--- config.mk ---
export PLATFORM = sky130hd
export DESIGN_NAME = ppr_gate_unit
export DESIGN_NICKNAME = d
export VERILOG_FILES = /design/src/rtl/ppr_pkg.sv /design/src/rtl/ppr_gate_bank.sv /design/src/rtl/ppr_out_sel.sv /design/src/rtl/ppr_parity_cmp.sv /design/src/rtl/ppr_gate_unit.sv
export SDC_FILE = /design/constraint.sdc
export NUM_CORES = 1
export LEC_CHECK = 0
export BUFFER_PORTS_ARGS = -buffer_cell sky130_fd_sc_hd__buf_4
export CAP_MARGIN = 20
export CELL_PAD_IN_SITES_DETAIL_PLACEMENT = 1
export CELL_PAD_IN_SITES_GLOBAL_PLACEMENT = 1
export CORE_AREA = 2 2 39 41
export DETAILED_ROUTE_END_ITERATION = 16
export DIE_AREA = 0 0 41 43
export PLACE_DENSITY_LB_ADDON = 0.05
export SLEW_MARGIN = 20
export SYNTH_ARGS = -nofsm -noshare
export SYNTH_HDL_FRONTEND = slang
export SYNTH_SLANG_ARGS = --single-unit
--- constraint.sdc ---
create_clock -name vclk -period 2.9
set_input_delay 0.145 -clock vclk [all_inputs]
set_output_delay 0.145 -clock vclk [all_outputs]
set_load 0.005 [all_outputs]
--- src/rtl/ppr_pkg.sv ---
package ppr_pkg;
  localparam int unsigned LINES   = 4;
  localparam int unsigned NUM_OPS = 4;
  localparam int unsigned OP_W    = $clog2(NUM_OPS);

  typedef logic [LINES-1:0] vec_t;

  typedef enum logic [OP_W-1:0] {
    OP_DUP  = 2'd0,
    OP_SWAP = 2'd1,
    OP_BLKA = 2'd2,
    OP_BLKB = 2'd3
  } op_e;
endpackage

--- src/rtl/ppr_gate_bank.sv ---
module ppr_gate_bank
  import ppr_pkg::*;
(
  input  vec_t                     in_i,
  output logic [NUM_OPS-1:0][LINES-1:0] res_o
);
  logic a, b, c, d;
  assign a = in_i[0];
  assign b = in_i[1];
  assign c = in_i[2];
  assign d = in_i[3];

  for (genvar g = 0; g < NUM_OPS; g++) begin : g_gate
    if (g == int'(OP_DUP)) begin : g_dup
      assign res_o[g] = {d, a ^ c, a ^ b, a};
    end else if (g == int'(OP_SWAP)) begin : g_swap
      // control line A selects straight or crossed routing of B and C
      assign res_o[g] = {d, a ? b : c, a ? c : b, a};
    end else if (g == int'(OP_BLKA)) begin : g_blka
      assign res_o[g] = {(~b & d) ^ (b & ~c),
                         (~b & c) ^ (b & d),
                         ~b,
                         ~(a ^ b)};
    end else begin : g_blkb
      logic p;
      assign p = (a & ~c) ^ (b & c);
      assign res_o[g] = {p ^ d, ~c, ~(a ^ b), p};
    end
  end
endmodule

--- src/rtl/ppr_out_sel.sv ---
module ppr_out_sel
  import ppr_pkg::*;
(
  input  logic [OP_W-1:0]               op_i,
  input  logic [NUM_OPS-1:0][LINES-1:0] res_i,
  input  vec_t                          mask_i,
  output vec_t                          out_o
);
  assign out_o = res_i[op_i] ^ mask_i;
endmodule

--- src/rtl/ppr_parity_cmp.sv ---
module ppr_parity_cmp
  import ppr_pkg::*;
(
  input  vec_t in_i,
  input  vec_t out_i,
  output logic fault_o
);
  assign fault_o = (^in_i) ^ (^out_i);
endmodule

--- src/rtl/ppr_gate_unit.sv ---
module ppr_gate_unit
  import ppr_pkg::*;
(
  input  logic [OP_W-1:0]  op_i,
  input  logic [LINES-1:0] in_i,
  input  logic [LINES-1:0] mask_i,
  output logic [LINES-1:0] out_o,
  output logic             fault_o
);
  logic [NUM_OPS-1:0][LINES-1:0] res;

  ppr_gate_bank u_bank (
    .in_i  (in_i),
    .res_o (res)
  );

  ppr_out_sel u_sel (
    .op_i   (op_i),
    .res_i  (res),
    .mask_i (mask_i),
    .out_o  (out_o)
  );

  ppr_parity_cmp u_cmp (
    .in_i    (in_i),
    .out_i   (out_o),
    .fault_o (fault_o)
  );
endmodule

* After elaboration in Yosys (flattened, before gate mapping) *
Index checks and enable logic that the tools add are counted.

operators by class
  magnitude comparators = 1
  multiplexer cells = 4
  bitwise gates (word level) = 17
  reduce and logical (&&, ||, !) cells = 2

operators with widths
  kind                                                        count
  binary-select mux 4 bit (select 2 bit)                      1
  parity 4 bit                                                2
  bitwise XOR 1 bit                                           7
  bitwise AND 1 bit                                           6
  two-way mux 4 bit                                           1
  bitwise XOR 4 bit                                           1
  less-than comparator 2 x 3 -> 1 bit, second input constant  1
  inverter 1 bit                                              3
  two-way mux 1 bit                                           2

word-level totals
  bits in registers = 0
  input bits = 10
  output and inout bits = 5
  logic and storage cells = 24

* Longest topological paths before layout *
Gate-level depths: netlist (run 1).

  depth after elaboration = 9
  mapped depth = 7
  gate-level depth less buffers = 6

* Cells and area by module *
Synthesis (run 1) repeated with hierarchy kept, for this count alone.

second synthesis, totals
  cell total of the unflattened synthesis = 36
  area, all modules = 336.6 um^2

by module, submodules not included
  module          instances  cells an instance  area an instance (um^2)  sequential area each (um^2)
  ppr_gate_bank   1          21                 150.1                    0.0
  ppr_out_sel     1          8                  125.1                    0.0
  ppr_parity_cmp  1          7                  61.3                     0.0

* Least setup slack after synthesis (run 1) *
No wires, ideal clock.

  kind = in2out
  start = input op_i[0]
  end = output fault_o
  data arrival time = 1465 ps
  slack = 1290 ps
  stages on the path = 7
  cell sequence = buf_2 > and2b_1 > o21ai_2 > o311ai_2 > xnor3_1 > xor2_1 > xnor3_1

between the ends
  longest elaborated chain between the ends = 5

RTL lines
  item                                     line                 source
  from (decl)                              ppr_gate_unit.sv:4   input logic [OP_W-1:0] op_i,
  binary-select mux 4 bit (select 2 bit)   ppr_out_sel.sv:9     assign out_o = res_i[op_i] ^ mask_i;
  two-way mux 4 bit (not written as such)  ppr_out_sel.sv:9
  bitwise XOR 4 bit                        ppr_out_sel.sv:9
  parity 4 bit                             ppr_parity_cmp.sv:8  assign fault_o = (^in_i) ^ (^out_i);
  bitwise XOR 1 bit                        ppr_parity_cmp.sv:8
  to (decl)                                ppr_gate_unit.sv:8   output logic fault_o

Every way passes these cells. The select of a mux whose other input is x is not followed.

* Worst setup path in the final report (run 1) *
Same ends and word-level chain as after synthesis.

==> results of run 1 <==
[worst paths after layout]
kind | startpoint | endpoint | slack (ns)
max | op_i[0] | fault_o | 0.98
min | mask_i[0] | out_o[0] | 0.56
[cell usage in the layout (no fill, tap or decap), drive strengths merged]
| master | n |
|---|---|
| nand4bb | 1 |
| or3b | 2 |
| nand2b | 3 |
| o32ai | 1 |
| a21oi | 1 |
| nand2 | 3 |
| o2111ai | 1 |
| o22a | 1 |
| and2b | 1 |
| o21ai | 4 |
| o211ai | 1 |
| nand4 | 1 |
| or2b | 2 |
| a22oi | 1 |
| buf | 15 |
| xnor2 | 5 |
| o311ai | 1 |
| o221ai | 1 |
| xor2 | 4 |
| xnor3 | 2 |
[power breakdown]
group | leakage (nW) | internal [mW] | switching (mW)
registers | 0 | 0 | 0
clock network | 0 | 0 | 0
logic | 0.195 | 0.0729 | 0.0471
total | 0.195 | 0.0729 | 0.0471
[cell families after synthesis]
| family | synth area share (%) |
|---|---|
| simple gates | 24.2 |
| compound gates | 29.1 |
| xor+xnor | 36.3 |
| buf+inv | 10.4 |
[worst max-delay path, cell delays in order]
cell and delay, ns:
buf_4 0.15, nand2b_1 0.20, o311ai_2 0.36, xnor3_1 0.40
xor2_1 0.16, xnor3_1 0.22, buf_4 0.14
[through the flow]
stage	area, µm²	std cells	hold slack, ns
floorplan	362	41	0.345
global placement	457	67	0.558
detailed placement	457	67	0.565
global route	457	67	0.581
CTS	457	67	0.565
finish	457	67	0.563
[final cells by class]
type / instances / area share [%]
well taps: 16 / 4.38
multi-input cells: 36 / 71.0
repair buffers: 15 / 24.7
[cells in the mapped netlist (2+ instances only)]
cell type,instances,area [µm²]
or3b_1,2,17.5
nand2_1,3,11.3
xnor2_1,4,35.0
o21ai_0,2,10.0
buf_6,2,22.5
nand2b_1,3,18.8
xnor3_1,2,45.0
or2b_1,2,15.0
xor2_1,4,35.0
buf_2,3,15.0
[routing by layer]
metal	GRT usage, %	vias to the layer above
li1	-	171
met4	0	0
met1	11.9	167
met2	21.3	4
met5	0	-
met3	0	0
==> metrics.md, run 1 <==
| Metric | Value |
|---|---|
| Outcome | finished clean |
| Max-cap viol count | 0 |
| Final TNS setup | 0 ns |
| DRT iter0 DRCs | 2 |
| Antenna violations before repair | 0 |
| Routed via count | ~340 |
| Layout fillers | 172 |
| Postcts setup bufs | 0 |
| Die ar. | 1760 µm² |
| Setup WS pre-CTS | 0.953 ns |
| CP Data Required Time | about 2.8 ns |
| # DRC | 0 |
| Kind of critical path | in2out |
| Hold_buf cts | 0 |
| Die Y | between 40 and 50 µm |
| Fin crit share | 66.4% |
| Synth unique cells | 24 |
| Synth Area per Inst | roughly 9 µm² |
| Gr ovfl total | 0 |
| First-pass GRT wire length | 1320 µm |
| Routed Antenna Nets | 0 |
| Endpoints failing setup | 0 |
| Clock buffers | 0 |
| Final worst path period need | between 1.5 and 2 ns |
| RSZ-0062 raised after global routing | no |
| Synthesis Warnings | 0 |
| Fmax | between 500 and 600 MHz |
| Share of post-route cells with drive strength above 1 | between 30% and 40% |
| Final hold violation count | 0 |
| Total Wirelength | ~880 µm |
| Syn-to-layout area delta | 26.3% |
| Final WS setup | slightly below 1 ns |
| Crit. End Element | primary output |
| Largest fanout on the critical path | 11 |
| Starting Density | 26.1% |
| Highest metal used | met3 |
| Routed wl met2 | 501 µm |
| Register area share after synthesis | 0% |
| I/O pin total | 15 |
| Total power | 0.120 mW |
| Multi-input logic area | 324 µm² |
| CTS resizes | 0 |
| Die W | roughly 41 µm |
| Max IR drop VDD | around 0.000073 V |
| Leak pwr | between 0.15 and 0.2 nW |
| M1 WL | around 360 µm |
| Slew Viols, Final | 0 |
| Slew @ Worst Pin | 0.377 ns |
| Post-synth net total | between 50 and 60 |
| Hold path depth | 3 |
| Layout Utilization | between 30% and 40% |
| Routed len/inst | about 13 µm |
| Routed vias/inst | 5.10 |
| Max_slew headroom | approximately 75% |
| DR WL met3 | between 20 and 25 µm |
| Power Density | ~260 nW/µm² |
| Flip-flop and latch area | 0 µm² |
| Cells after Synth | between 40 and 50 |
| FF+latch count | 0 |
| Vias in the first global route | 307 |
| Largest net degree at the start of global routing | 12 |
| IO Port Bufs | 15 |
| Cell Rows | 14 |
| Setup crit start kind | input port |
| Critical path data arrival time | about 1.8 ns |
| Routability cong. | 0.733 |
| Hold crit path type | in2out |
| Mapped Area | between 300 and 400 µm² |
| Ant. Diodes | 0 |
| Nets | 63 |
| CORE AREA | roughly 1400 µm² |
| GRT Util Overall | 10.5% |
| Iteration count of the initial detailed-routing pass | 2 |
Note: power is estimated with default switching activity, not from simulation.
==> run 2, diff against run 1 <==
Clock period 2.9 ns to 1.9 ns, I/O delays scaled along.
==> run 2 against run 1 <==
Effect of this change:
- first-iteration DRC count stayed put
- sequential cell count did not move
- critical path depth is the same
- die area did not move
- non-clock buffer count is the same
==> metrics.md, run 2 (synthesis gave the netlist of run 1 again) <==
| Metric | Value |
|---|---|
| Iteration count of the initial detailed-routing pass | 2 |
| DP HPWL | about 650 µm |
| Most frequent cells in the layout | buf_4, xor2_1, xnor2_1, nand2b_1, nand2_1 |
| Layout Utilization | around 33% |
| Hold path depth | 3 |
| Syn-to-layout area delta | 26.3% |
| # DRC | 0 |
| Final Hold Slack | about 0.46 ns |
| Kind of critical path | in2out |
| Largest fanout on the critical path | 11 |
| Max IR drop VDD | roughly 0.00013 V |
| Cell Rows | 14 |
| CTS resizes | 0 |
| Critical path data arrival time | approximately 1.7 ns |
| Die ar. | approximately 1800 µm² |
| Setup WS pre-CTS | about 0.11 ns |
| Logic gate share of total power | 100.0% |
| CP Capture Point | fault_o |
| Power Density | 402 nW/µm² |
| Share of post-route cells with drive strength above 1 | about two fifths |
| Dpl cell area | approximately 460 µm² |
| Starting Density | about a quarter |
| Sw frac | 39.3% |
| DRT iter0 DRCs | 2 |
| Routed vias/inst | between 4 and 5 |
| Nets | between 60 and 70 |
| Most common cell after layout, fill and taps aside | buf_4 |
| Hold crit path type | in2out |
| Sw Pwr | between 0.07 and 0.08 mW |
| Clock buffers | 0 |
| Final hold violation count | 0 |
| Antenna violations before repair | 0 |
| Routed len/inst | ~12 µm |
| Routed via count | 330 |
| Crit. End Element | primary output |
| Critical Path Start | op_i[0] |
| Endpoints failing setup | 0 |
| Design area | around 460 µm² |
| Outcome | finished clean |
| I/O pin total | 15 |
| Hold_buf cts | 0 |
| Seq pwr share | 0% |
| Fmax | ~570 MHz |
| FF+latch count | 0 |
| Die W | between 40 and 50 µm |
| First-pass GRT wire length | about 1200 µm |
| Largest net degree at the start of global routing | 12 |
| Final worst path period need | ~1.8 ns |
| Clk pwr share | 0% |
| Gr ovfl total | 0 |
| Flip-flop and latch area | 0 µm² |
| Final TNS setup | 0 ns |
| Die Y | between 40 and 50 µm |
| Max_slew headroom | between 70% and 80% |
| Vias in the first global route | 308 |
| Setup crit start kind | input port |
| Final WS setup | 0.136 ns |
| CORE AREA | 1380 µm² |
| Leak pwr | between 0.15 and 0.2 nW |
| Routability cong. | about 0.72 |
| CP Data Required Time | ~1.8 ns |
| IO Port Bufs | 15 |
| Postcts setup bufs | 0 |
| Fin crit share | ~93% |
| Ant. Diodes | 0 |
| RSZ-0062 raised after global routing | no |
| Slew Viols, Final | 0 |
| Max-cap viol count | 0 |
| Routed Antenna Nets | 0 |
| GRT Util Overall | under 10% |
| Slew @ Worst Pin | roughly 0.33 ns |
| Int Power | approximately 0.11 mW |
| Total Wirelength | just over 800 µm |
-- run 2: power by group through the flow --
stage | clock network, mW | registers, mW | logic, mW
2_1_floorplan | 0 | 0 | 0.117
3_3_place_gp | 0 | 0 | 0.183
3_5_place_dp | 0 | 0 | 0.187
4_1_cts | 0 | 0 | 0.188
5_1_grt | 0 | 0 | 0.197
6_report | 0 | 0 | 0.184
-- run 2: worst min path at each step --
stage | from | end | slack (ns)
floorplan | mask_i[0] | out_o[0] | 0.25
global placement | mask_i[0] | out_o[0] | 0.46
detailed placement | mask_i[0] | out_o[0] | 0.47
CTS | mask_i[0] | out_o[0] | 0.47
global route | mask_i[0] | out_o[0] | 0.48
finish | mask_i[0] | out_o[0] | 0.46
-- run 2: through the flow --
step | power, mW | std cells
floorplan | 0.117 | 41
global placement | 0.183 | 67
detailed placement | 0.187 | 67
CTS | 0.188 | 67
global route | 0.197 | 67
finish | 0.184 | 67
-- run 2: metal layers --
metal	wire, µm	global-route usage [%]	part of all wire (%)
met4	0	0	0
met1	356	11.2	43
met5	0	0	0
met3	15	0	1.8
met2	449	18.4	55
-- run 2: area by class of cell --
cell class / count / area, µm²
tap: 16 / 20.0
fill: 170 / 927
multi-input combinational: 36 / 324
timing repair buffer: 15 / 113
-- run 2: worst max-delay path: stages --
cell	delay (ns)
buf_4	0.14
nand2b_1	0.18
o311ai_2	0.32
xnor3_1	0.39
xor2_1	0.17
xnor3_1	0.23
buf_4	0.14
